**src/rtl/prtc_pkg.sv**
```systemverilog
package prtc_pkg;
   // bit positions of the configuration byte fields
   localparam int RST_LSB   = 6;
   localparam int START_LSB = 4;
   localparam int FAULT_LSB = 2;
   localparam int DISC_LSB  = 0;

   typedef enum logic [1:0] {
      RM_X16 = 2'b00,
      RM_X32 = 2'b01,
      RM_X64 = 2'b10,
      RM_OFF = 2'b11
   } restart_mult_e;

   typedef enum logic [1:0] {
      SC_NOM   = 2'b00,
      SC_HALF  = 2'b01,
      SC_DBL   = 2'b10,
      SC_QUAD  = 2'b11
   } scale_e;
endpackage

```
**src/rtl/prtc_timing_decode.sv**
```systemverilog
module prtc_timing_decode
   import prtc_pkg::*;
#(
   parameter int NOM_FAULT_TICKS = 60,
   parameter int NOM_START_TICKS = 60,
   parameter int NOM_DISC_TICKS  = 350,
   parameter int LOCK_W          = 14,
   parameter int START_W         = 8,
   parameter int DISC_W          = 10,
   parameter bit LOCK_BY_SHIFT   = 1'b1
) (
   input  logic [7:0]         cfg,
   output logic [LOCK_W-1:0]  fault_lim,
   output logic [LOCK_W-1:0]  lock_lim,
   output logic [START_W-1:0] start_lim,
   output logic [DISC_W-1:0]  disc_lim
);
   localparam logic [LOCK_W-1:0]  NOM_F = LOCK_W'(NOM_FAULT_TICKS);
   localparam logic [START_W-1:0] NOM_S = START_W'(NOM_START_TICKS);
   localparam logic [DISC_W-1:0]  NOM_D = DISC_W'(NOM_DISC_TICKS);

   scale_e        f_code, s_code;
   logic [1:0]    d_code;
   restart_mult_e r_code;

   assign f_code = scale_e'(cfg[FAULT_LSB +: 2]);
   assign s_code = scale_e'(cfg[START_LSB +: 2]);
   assign d_code = cfg[DISC_LSB +: 2];
   assign r_code = restart_mult_e'(cfg[RST_LSB +: 2]);

   always_comb begin
      unique case (f_code)
         SC_NOM:  fault_lim = NOM_F;
         SC_HALF: fault_lim = NOM_F >> 1;
         SC_DBL:  fault_lim = NOM_F << 1;
         default: fault_lim = NOM_F << 2;
      endcase
   end

   always_comb begin
      unique case (s_code)
         SC_NOM:  start_lim = NOM_S;
         SC_HALF: start_lim = NOM_S >> 1;
         SC_DBL:  start_lim = NOM_S << 1;
         default: start_lim = NOM_S << 2;
      endcase
   end

   always_comb begin
      unique case (d_code)
         2'b00:   disc_lim = NOM_D;
         2'b01:   disc_lim = NOM_D >> 2;
         2'b10:   disc_lim = NOM_D >> 1;
         default: disc_lim = NOM_D << 1;
      endcase
   end

   generate
      if (LOCK_BY_SHIFT) begin : g_shift
         always_comb begin
            unique case (r_code)
               RM_X16:  lock_lim = fault_lim << 4;
               RM_X32:  lock_lim = fault_lim << 5;
               RM_X64:  lock_lim = fault_lim << 6;
               default: lock_lim = '0;
            endcase
         end
      end else begin : g_mult
         logic [6:0] mult;
         always_comb begin
            unique case (r_code)
               RM_X16:  mult = 7'd16;
               RM_X32:  mult = 7'd32;
               RM_X64:  mult = 7'd64;
               default: mult = 7'd0;
            endcase
         end
         assign lock_lim = LOCK_W'(fault_lim * LOCK_W'(mult));
      end
   endgenerate
endmodule

```
**src/rtl/prtc_fault_timer.sv**
```systemverilog
module prtc_fault_timer #(
   parameter int LOCK_W = 14
) (
   input  logic              clk,
   input  logic              rst_n,
   input  logic              tick,
   input  logic              ovc,
   input  logic              armed,
   input  logic [LOCK_W-1:0] limit,
   output logic              expire
);
   logic [LOCK_W-1:0] cnt;

   assign expire = armed & ovc & tick & (cnt + LOCK_W'(1) >= limit);

   always_ff @(posedge clk) begin
      if (!rst_n || !armed || !ovc) cnt <= '0;
      else if (tick)                cnt <= cnt + LOCK_W'(1);
   end
endmodule

```
**src/rtl/prtc_restart_timer.sv**
```systemverilog
module prtc_restart_timer #(
   parameter int LOCK_W = 14
) (
   input  logic              clk,
   input  logic              rst_n,
   input  logic              tick,
   input  logic              load,
   input  logic [LOCK_W-1:0] load_val,
   output logic              busy
);
   logic [LOCK_W-1:0] cnt;

   assign busy = |cnt;

   always_ff @(posedge clk) begin
      if (!rst_n)            cnt <= '0;
      else if (load)         cnt <= load_val;
      else if (tick && busy) cnt <= cnt - LOCK_W'(1);
   end
endmodule

```
**src/rtl/port_fault_restart_ctrl.sv**
```systemverilog
module port_fault_restart_ctrl #(
   parameter int NOM_FAULT_TICKS = 60,
   parameter int NOM_START_TICKS = 60,
   parameter int NOM_DISC_TICKS  = 350,
   parameter bit LOCK_BY_SHIFT   = 1'b1,
   parameter int START_W = $clog2(4 * NOM_START_TICKS + 1),
   parameter int DISC_W  = $clog2(2 * NOM_DISC_TICKS + 1)
) (
   input  logic               clk,
   input  logic               rst_n,
   input  logic               tick,
   input  logic               ovc,
   input  logic               restart_en,
   input  logic [7:0]         timing_cfg,
   input  logic               pwr_on_req,
   input  logic               pwr_off_req,
   output logic               port_pwr,
   output logic               fault_latched,
   output logic               restart_pending,
   output logic [START_W-1:0] t_start_ticks,
   output logic [DISC_W-1:0]  t_disc_ticks
);
   localparam int LOCK_W = $clog2(256 * NOM_FAULT_TICKS + 1);

   generate
      if (NOM_FAULT_TICKS < 2 || (NOM_FAULT_TICKS % 2) != 0) begin : g_bad_fault
         $error("NOM_FAULT_TICKS must be even and at least 2");
      end
      if (NOM_START_TICKS < 2 || (NOM_START_TICKS % 2) != 0) begin : g_bad_start
         $error("NOM_START_TICKS must be even and at least 2");
      end
      if (NOM_DISC_TICKS < 4) begin : g_bad_disc
         $error("NOM_DISC_TICKS must be at least 4");
      end
   endgenerate

   logic [LOCK_W-1:0] fault_lim, lock_lim;
   logic              expire, lock_busy, on_ok, on_take;

   prtc_timing_decode #(
      .NOM_FAULT_TICKS (NOM_FAULT_TICKS),
      .NOM_START_TICKS (NOM_START_TICKS),
      .NOM_DISC_TICKS  (NOM_DISC_TICKS),
      .LOCK_W          (LOCK_W),
      .START_W         (START_W),
      .DISC_W          (DISC_W),
      .LOCK_BY_SHIFT   (LOCK_BY_SHIFT)
   ) u_dec (
      .cfg       (timing_cfg),
      .fault_lim (fault_lim),
      .lock_lim  (lock_lim),
      .start_lim (t_start_ticks),
      .disc_lim  (t_disc_ticks)
   );

   prtc_fault_timer #(.LOCK_W(LOCK_W)) u_ft (
      .clk    (clk),
      .rst_n  (rst_n),
      .tick   (tick),
      .ovc    (ovc),
      .armed  (port_pwr),
      .limit  (fault_lim),
      .expire (expire)
   );

   prtc_restart_timer #(.LOCK_W(LOCK_W)) u_rt (
      .clk      (clk),
      .rst_n    (rst_n),
      .tick     (tick),
      .load     (expire),
      .load_val (lock_lim),
      .busy     (lock_busy)
   );

   assign restart_pending = lock_busy;
   assign on_ok   = !restart_en || !lock_busy;
   assign on_take = pwr_on_req && !pwr_off_req && !expire && on_ok;

   always_ff @(posedge clk) begin
      if (!rst_n) begin
         port_pwr      <= 1'b0;
         fault_latched <= 1'b0;
      end else begin
         if (pwr_off_req || expire) port_pwr <= 1'b0;
         else if (on_take)          port_pwr <= 1'b1;

         if (expire)       fault_latched <= 1'b1;
         else if (on_take) fault_latched <= 1'b0;
      end
   end
endmodule

```
**config.mk**
```make
export PLATFORM = sky130hd
export DESIGN_NAME = port_fault_restart_ctrl
export DESIGN_NICKNAME = d
export VERILOG_FILES = /design/src/rtl/prtc_pkg.sv /design/src/rtl/prtc_timing_decode.sv /design/src/rtl/prtc_fault_timer.sv /design/src/rtl/prtc_restart_timer.sv /design/src/rtl/port_fault_restart_ctrl.sv
export SDC_FILE = /design/constraint.sdc
export NUM_CORES = 1
export LEC_CHECK = 0
export BUFFER_PORTS_ARGS = -buffer_cell sky130_fd_sc_hd__buf_2
export CAP_MARGIN = 20
export CORE_MARGIN = 3
export CORE_UTILIZATION = 45
export CTS_BUF_LIST = sky130_fd_sc_hd__clkbuf_16
export CTS_CLUSTER_DIAMETER = 60
export DETAILED_ROUTE_END_ITERATION = 6
export PLACE_DENSITY = 0.68
export SETUP_SLACK_MARGIN = 0.02
export SYNTH_ARGS = -nofsm -noshare
export SYNTH_HDL_FRONTEND = slang
export SYNTH_SLANG_ARGS = --single-unit
```
**constraint.sdc**
```tcl
create_clock -name clk -period 2.3 [get_ports clk]
set_clock_uncertainty 0.15 [all_clocks]
set_input_delay 0.115 -clock clk [delete_from_list [all_inputs] [get_ports clk]]
set_output_delay 0.115 -clock clk [all_outputs]
set_load 0.01 [all_outputs]
```
==> run metrics, run 1 <==
reg2reg start u_ft.cnt[2]$_SDFFE_PP0P_; Die X 77.0 µm; Hold Path Cell Cnt 3; multiplexer share of the synthesized area 0.0442; Synth Area in Simple Gates 0.297; Setup crit start u_ft.cnt[2]$_SDFFE_PP0P_; layout cells sized above 1 0.270; Max Cap Violations 0; P per Cell Area 901 nW/µm²; number of synthesized flops with an enable pin 0; final setup fails 16; Post-Synth Adder-Cell Area 0.0717; top-count cell post-synth dfxtp_1; largest family of logic cells by synthesized area simple AND/OR/NAND/NOR gates; num ports 36; # rows 25; crit path max fanout 6; post-DP HPWL 3.62 mm; cells on worst reg2reg path 12; top cells by count, synth 30 x dfxtp_1, 29 x nor2_1, 25 x nand2_1, 18 x xor2_1, 16 x inv_1; critical path data required time 2.31 ns; Internal 1.52 mW; RR Endpoint u_rt.cnt[6]$_SDFFE_PN0P_; final hold violation count 0; clk sinks 30; maximum buffer depth of the clock tree 2; CTS tree yes; PortBufs 32; Syn. warnings 0; Distinct cells, synth 58; total track usage 0.168; failing checks negative setup slack; CP endpoint kind flop; Final GP Congestion 0.827; Vias 1923; first-pass GRT wire length 8.22 mm; post-route ant nets 0; # diodes 0; Synth area leader dfxtp_1; die span in y 77.0 µm; ys flop type dfxtp_1; largest net degree at the start of global routing 24; top achievable clock speed 420 MHz; fin crit share 1.04; drt pass-1 iters 4; R2R setup slack -0.08 ns; static leakage 1.24 nW; Comb pwr share 0.463; P_sw 971 µW; clock share of power 0.239; sw frac 0.390; # DRC 0; Crit Path Class reg2reg; slew margin rel. 0.611; fin crit period 2.38 ns; initial drt markers 125; min-delay src pwr_off_req; Skew-Pair Late Insertion Delay 0.27 ns; register area share after synthesis 0.265; ys async rst share 0; drt wl/cell 12.4 µm; Die ar. 5930 µm²; critical path startpoint category flop; Compound-Gate Fraction of Synth Area 0.141; peak supply drop 0.000382 V; vias in the first global route 1846; Core Area 4790 µm²; P&R area growth vs syn 21.7%; Synth top area share 0.265; initial antenna violation count 0; largest cells by area after synthesis dfxtp_1 26%, ha_1 7.2%, xor2_1 7.0%, nor2_1 4.8%, mux2i_1 4.4%; GR Overflow Total 0; CTS clk-pin slew, worst paths 0.05 ns; Syn Inst Count 274; vias per inst 5.03; max-slew violations 0; register share of total power 0.298; H-tree levels 2; worst setup margin -0.0809 ns; worst min path class in2reg; final WL 4.74 mm; Post-Synthesis Cell Area 2270 µm²; root buf cell clkbuf_16; Fill cells 475; hold-fix buffers at CTS 0; design area 2760 µm²; TritonCTS Buffers 5; RSZ-0062 raised after global routing yes; nets 342; status finished with violations; critical path arrival 2.39 ns; Avg Inst Size Synth 8.27 µm²; area share of xor/xnor cells in the synthesized design 0.104; worst hold path endpoint fault_latched$_SDFFE_PN0P_; post-synthesis register bit count 30; initial core utilization 0.474; placed instance area 2570 µm²; setup_tns -0.573 ns; Worst-Margin Slew 0.582 ns
[layout make-up]
class / count / area [µm²] / share of cell area
multi-input cells: 210 / 1540 / 0.558
flip-flops and latches: 30 / 619 / 0.224
clock inverters: 3 / 11.3 / 0.00408
well taps: 67 / 83.8 / 0.0304
clock buffers: 5 / 125 / 0.0453
inverters: 16 / 60.1 / 0.0218
repair buffers: 51 / 319 / 0.116
[what timing repair did]
action	4_1_cts	5_1_grt
buffers inserted	1	3
hold endpoints to repair	0	0
pin swaps	0	1
endpoints found under the setup margin	16	16
gates resized for setup	4	3
[registers in the layout, summed over array words and instances, names as in the netlist]
signal	flops
u_ft.cnt	14
u_rt.cnt	14
fault_latched	1
port_pwr	1
[logic make-up (layout without fill, tap and decap cells)]
logic type / Yosys count / count (layout)
AOI/OAI and AO/OA: 42 / 42
DFF: 30 / 30
xor gates and xnor gates: 27 / 27
buffers and inverters: 35 / 75
adders and majority gates: 13 / 13
and+or+nand+nor: 115 / 115
other: 2 / 3
muxes: 10 / 10
[power by group through the flow]
| stage | Clock (mW) | Sequential [mW] | Combinational, mW |
|---|---|---|---|
| finish | 0.594 | 0.741 | 1.15 |
| global route | 0.638 | 0.751 | 1.31 |
| CTS | 0.618 | 0.742 | 1.16 |
| detailed placement | 0 | 0.755 | 1.15 |
| global placement | 0 | 0.753 | 1.14 |
| floorplan | 0 | 0.730 | 0.953 |
[per-layer routing]
| layer | track usage | vias up | wire, µm |
|---|---|---|---|
| met3 | 0.0364 | 5 | 98 |
| met4 | 0.0516 | 0 | 55 |
| li1 | - | 1020 | - |
| met1 | 0.204 | 886 | 2110 |
| met5 | 0 | - | 0 |
| met2 | 0.296 | 12 | 2470 |
[critical path, stage by stage, from the launching register on]
cell and delay [ns]:
dfxtp_4 0.38, nand3_4 0.10, nor2_4 0.13, xor2_1 0.19
ha_1 0.27, nand3_1 0.08, a21oi_1 0.05, a211oi_1 0.23
o221a_2 0.24, buf_6 0.10, buf_4 0.10, nand4_1 0.06
and4b_1 0.19
[layout by cell type (no fill, tap or decap), types with 5 or more instances in the layout]
| master | Yosys | final |
|---|---|---|
| xnor2_1 | 9 | 8 |
| clkbuf_16 | 0 | 5 |
| buf_2 | 2 | 32 |
| xor2_1 | 18 | 18 |
| nor3_1 | 9 | 9 |
| o21ai_0 | 12 | 12 |
| nand2_1 | 25 | 24 |
| and3_1 | 7 | 7 |
| dfxtp_4 | 0 | 5 |
| mux2i_1 | 10 | 10 |
| nor2_1 | 29 | 29 |
| nand3_1 | 7 | 7 |
| buf_4 | 6 | 17 |
| nand4_1 | 9 | 9 |
| inv_1 | 16 | 16 |
| ha_1 | 13 | 12 |
| a21oi_1 | 8 | 8 |
| dfxtp_1 | 30 | 25 |
[per-stage QoR]
stage	utilization	hold WS [ns]	instances	setup WS [ns]	power, mW
6_report	0.577	0.0196	382	-0.0809	2.49
5_1_grt	0.577	0.0286	382	-0.206	2.70
4_1_cts	0.569	0.0185	379	-0.0493	2.52
3_5_place_dp	0.537	0.301	370	-0.0590	1.90
3_3_place_gp	0.537	0.284	370	-0.0308	1.89
2_1_floorplan	-	0.131	275	-0.00829	1.68
[worst max-delay path by stage]
stage,end,slack [ns]
after floorplan,u_rt.cnt[0]$_SDFFE_PN0P_,-0.008
after global placement,u_rt.cnt[11]$_SDFFE_PN0P_,-0.03
after detailed placement,u_rt.cnt[12]$_SDFFE_PN0P_,-0.06
after CTS,u_rt.cnt[12]$_SDFFE_PN0P_,-0.05
after global routing,u_rt.cnt[6]$_SDFFE_PN0P_,-0.21
final,u_rt.cnt[6]$_SDFFE_PN0P_,-0.08
Power figures use the tool's default switching activity.
==> run 2, diff against run 1 <==
ABC_AREA = 1   (was unset)
PLACE_DENSITY = 0.66   (was 0.68)
clock period = 2.58 ns   (was 2.3 ns; I/O delays follow)
==> run 2 against run 1 <==
Compared with the run above:
- the flow now finishes without violations
- wire length rose by 12%
- synthesized area up 1.7%
- total power fell by 12%
- cell area rose by 0.54%
- first-iteration DRC count grew 18%
- critical endpoint is now u_rt.cnt[9]$_SDFFE_PN0P_
- largest power group unchanged
==> run metrics, run 2 <==
top achievable clock speed 411 MHz; Distinct cells, synth 37; Skew-Pair Late Insertion Delay 0.27 ns; Vias 2272; Comb pwr share 0.458; Internal 1.30 mW; root buf cell clkbuf_16; peak supply drop 0.000687 V; post-DP HPWL 3.90 mm; worst min path class in2reg; WP depth 16; Final GP Congestion 0.821; Avg Inst Size Synth 6.37 µm²; # diodes 0; Slowest Stage Delay on Critical Path 0.36 ns; die span in y 77.6 µm; sw frac 0.409; most frequent CP cell nand2_1; P_sw 898 µW; # rows 25; Hold Path Cell Cnt 3; vias per inst 4.84; Syn. warnings 0; Post-Synthesis Cell Area 2300 µm²; CP max stage cell dfxtp_4; final std cells w/o fill 469; R2R setup slack 0.15 ns; RR Endpoint u_rt.cnt[9]$_SDFFE_PN0P_; Die ar. 6020 µm²; largest registers u_ft.cnt (14), u_rt.cnt (14); final WL 5.33 mm; largest net degree at the start of global routing 19; CP top delay family simple AND/OR/NAND/NOR gates; final hold violation count 0; # DRC 0; worst setup margin 0.149 ns; nets 430; Core Area 4850 µm²; most frequent cells in the layout 79 x nand2_1, 66 x inv_1, 37 x nor2_1; number of synthesized flops with an enable pin 0; cells on worst reg2reg path 16; initial core utilization 0.475; CP Buf/Inv Count 2; post-route ant nets 0; first-pass GRT wire length 8.65 mm; top-count cell post-synth nand2_1; setup_tns 0 ns; P&R area growth vs syn 20.4%; CTS clk-pin slew, worst paths 0.05 ns; top cells by count, synth 80 x nand2_1, 64 x inv_1, 38 x nor2_1, 30 x dfxtp_1, 29 x nand3_1; PortBufs 32; RSZ-0062 raised after global routing no; H-tree levels 2; Synth area leader dfxtp_1; clock share of power 0.243; Setup crit start u_ft.cnt[6]$_SDFFE_PP0P_; num ports 36; critical path startpoint category flop; CTS tree yes; register area share after synthesis 0.261; crit path max fanout 7; ys async rst share 0; status completed; initial drt markers 147; vias in the first global route 1919; cells along the critical path nand2_1, nor2_2, nand2_1, xor2_2, ha_1, a21oi_1, inv_1, nor2_1, nand2_1, nor2_2, nand3_4, buf_4, nand3_1, nand2_1, nor2_1, nor2_1; initial antenna violation count 0; min-delay src rst_n; ys flop type dfxtp_1; clk sinks 30; Design Power 2.20 mW; TritonCTS Buffers 5; critical path data required time 2.59 ns; layout cells sized above 1 0.187; Crit Path Class reg2reg; maximum buffer depth of the clock tree 2; Max Cap Violations 0; P per Cell Area 792 nW/µm²; drt wl/cell 11.4 µm; Placed Instances 457; pre-CTS setup slack 0.0152 ns; post-synthesis register bit count 30; drt pass-1 iters 4; fin crit share 0.942; static leakage 1.44 nW; largest cells by area after synthesis dfxtp_1 26%, nand2_1 13%, inv_1 10%, ha_1 7.1%, nand3_1 6.3%; Synth top area share 0.261; GR Overflow Total 0; max-slew violations 0; total track usage 0.177; Syn Inst Count 362; CP endpoint u_rt.cnt[9]$_SDFFE_PN0P_; fin crit period 2.43 ns; Die X 77.6 µm; most common cell after layout, fill and taps aside nand2_1; CP endpoint kind flop; reg2reg start u_ft.cnt[6]$_SDFFE_PP0P_; critical path arrival 2.45 ns; final setup fails 0; register share of total power 0.299
## run 2: changes by cell type after synthesis, sizes merged, moves of 3 or more
cell / change
nand4: -5
and3: -6
clkbuf: -4
xor2: -7
nor3: -4
nand2: +58
inv: +48
nand3: +20
o21ai: +8
nor2: +11
nor4: -3
xnor2: -7
a21oi: +12
mux2i: -10
## run 2: how the worst min path moves through the flow
stage / end / slack, ns
final: u_rt.cnt[8]$_SDFFE_PN0P_ / 0.06
after global routing: u_rt.cnt[13]$_SDFFE_PN0P_ / 0.07
after CTS: u_rt.cnt[8]$_SDFFE_PN0P_ / 0.05
after detailed placement: port_pwr$_SDFFE_PP0P_ / 0.27
after global placement: port_pwr$_SDFFE_PP0P_ / 0.27
after floorplan: t_start_ticks[2] / 0.16
## run 2: worst register-to-register path: cells and delay by family (launching register included)
kind,cells,cell delay [ns]
adders and majority gates,1,0.31
AOI/OAI and AO/OA,1,0.13
xor gates and xnor gates,1,0.16
DFF,1,0.36
buffers and inverters,2,0.23
and+or+nand+nor,11,0.99
## run 2: area by class of cell
| cell class | count | area [µm²] |
|---|---|---|
| Tap cell | 67 | 83.8 |
| Fill cell | 464 | 2070 |
| Clock inverter | 2 | 7.51 |
| Timing Repair Buffer | 46 | 284 |
| Inverter | 66 | 248 |
| Clock buffer | 5 | 125 |
| Sequential cell | 30 | 613 |
| Multi-Input combinational cell | 253 | 1410 |
## run 2: through the flow
stage | hold WS (ns) | area, µm² | utilization
final | 0.0594 | 2780 | 0.572
after global routing | 0.0679 | 2780 | 0.572
after CTS | 0.0488 | 2690 | 0.555
after detailed placement | 0.274 | 2540 | 0.524
after global placement | 0.273 | 2540 | 0.524
after floorplan | 0.159 | 2310 | -
## run 2: what timing repair did
action                                  4_1_cts  5_1_grt
hold buffers                                  1        0
resized for setup                             1       17
buffers inserted                              0        4
endpoints found under the hold margin         1        0
pin swaps                                     0        4
endpoints found under the setup margin        7       14
## run 2: per-layer routing
metal / up-vias / GRT usage / wire length (µm)
li1: 1207 / - / -
met1: 982 / 0.244 / 2610
met2: 75 / 0.271 / 2330
met3: 8 / 0.0394 / 314
met4: 0 / 0.0623 / 80
met5: - / 0 / 0
## run 2: cells by family (layout without fill, tap and decap cells)
| group | Yosys count | after routing | synth area share |
|---|---|---|---|
| AND/OR/NAND/NOR | 174 | 174 | 0.346 |
| buffers and inverters | 80 | 119 | 0.148 |
| AO/OA/AOI/OAI | 50 | 50 | 0.122 |
| flip-flops | 30 | 30 | 0.261 |
| adder cells (fa/ha/maj) | 13 | 13 | 0.0706 |
| XOR/XNOR | 13 | 13 | 0.0494 |
| other | 2 | 3 | 0.00326 |
## run 2: power by group through the flow
stage | Combinational [mW] | Sequential [mW] | Clock (mW)
detailed placement | 0.973 | 0.667 | 0
floorplan | 0.775 | 0.645 | 0
global route | 1.14 | 0.675 | 0.565
CTS | 0.982 | 0.659 | 0.542
finish | 1.01 | 0.658 | 0.533
global placement | 0.960 | 0.667 | 0
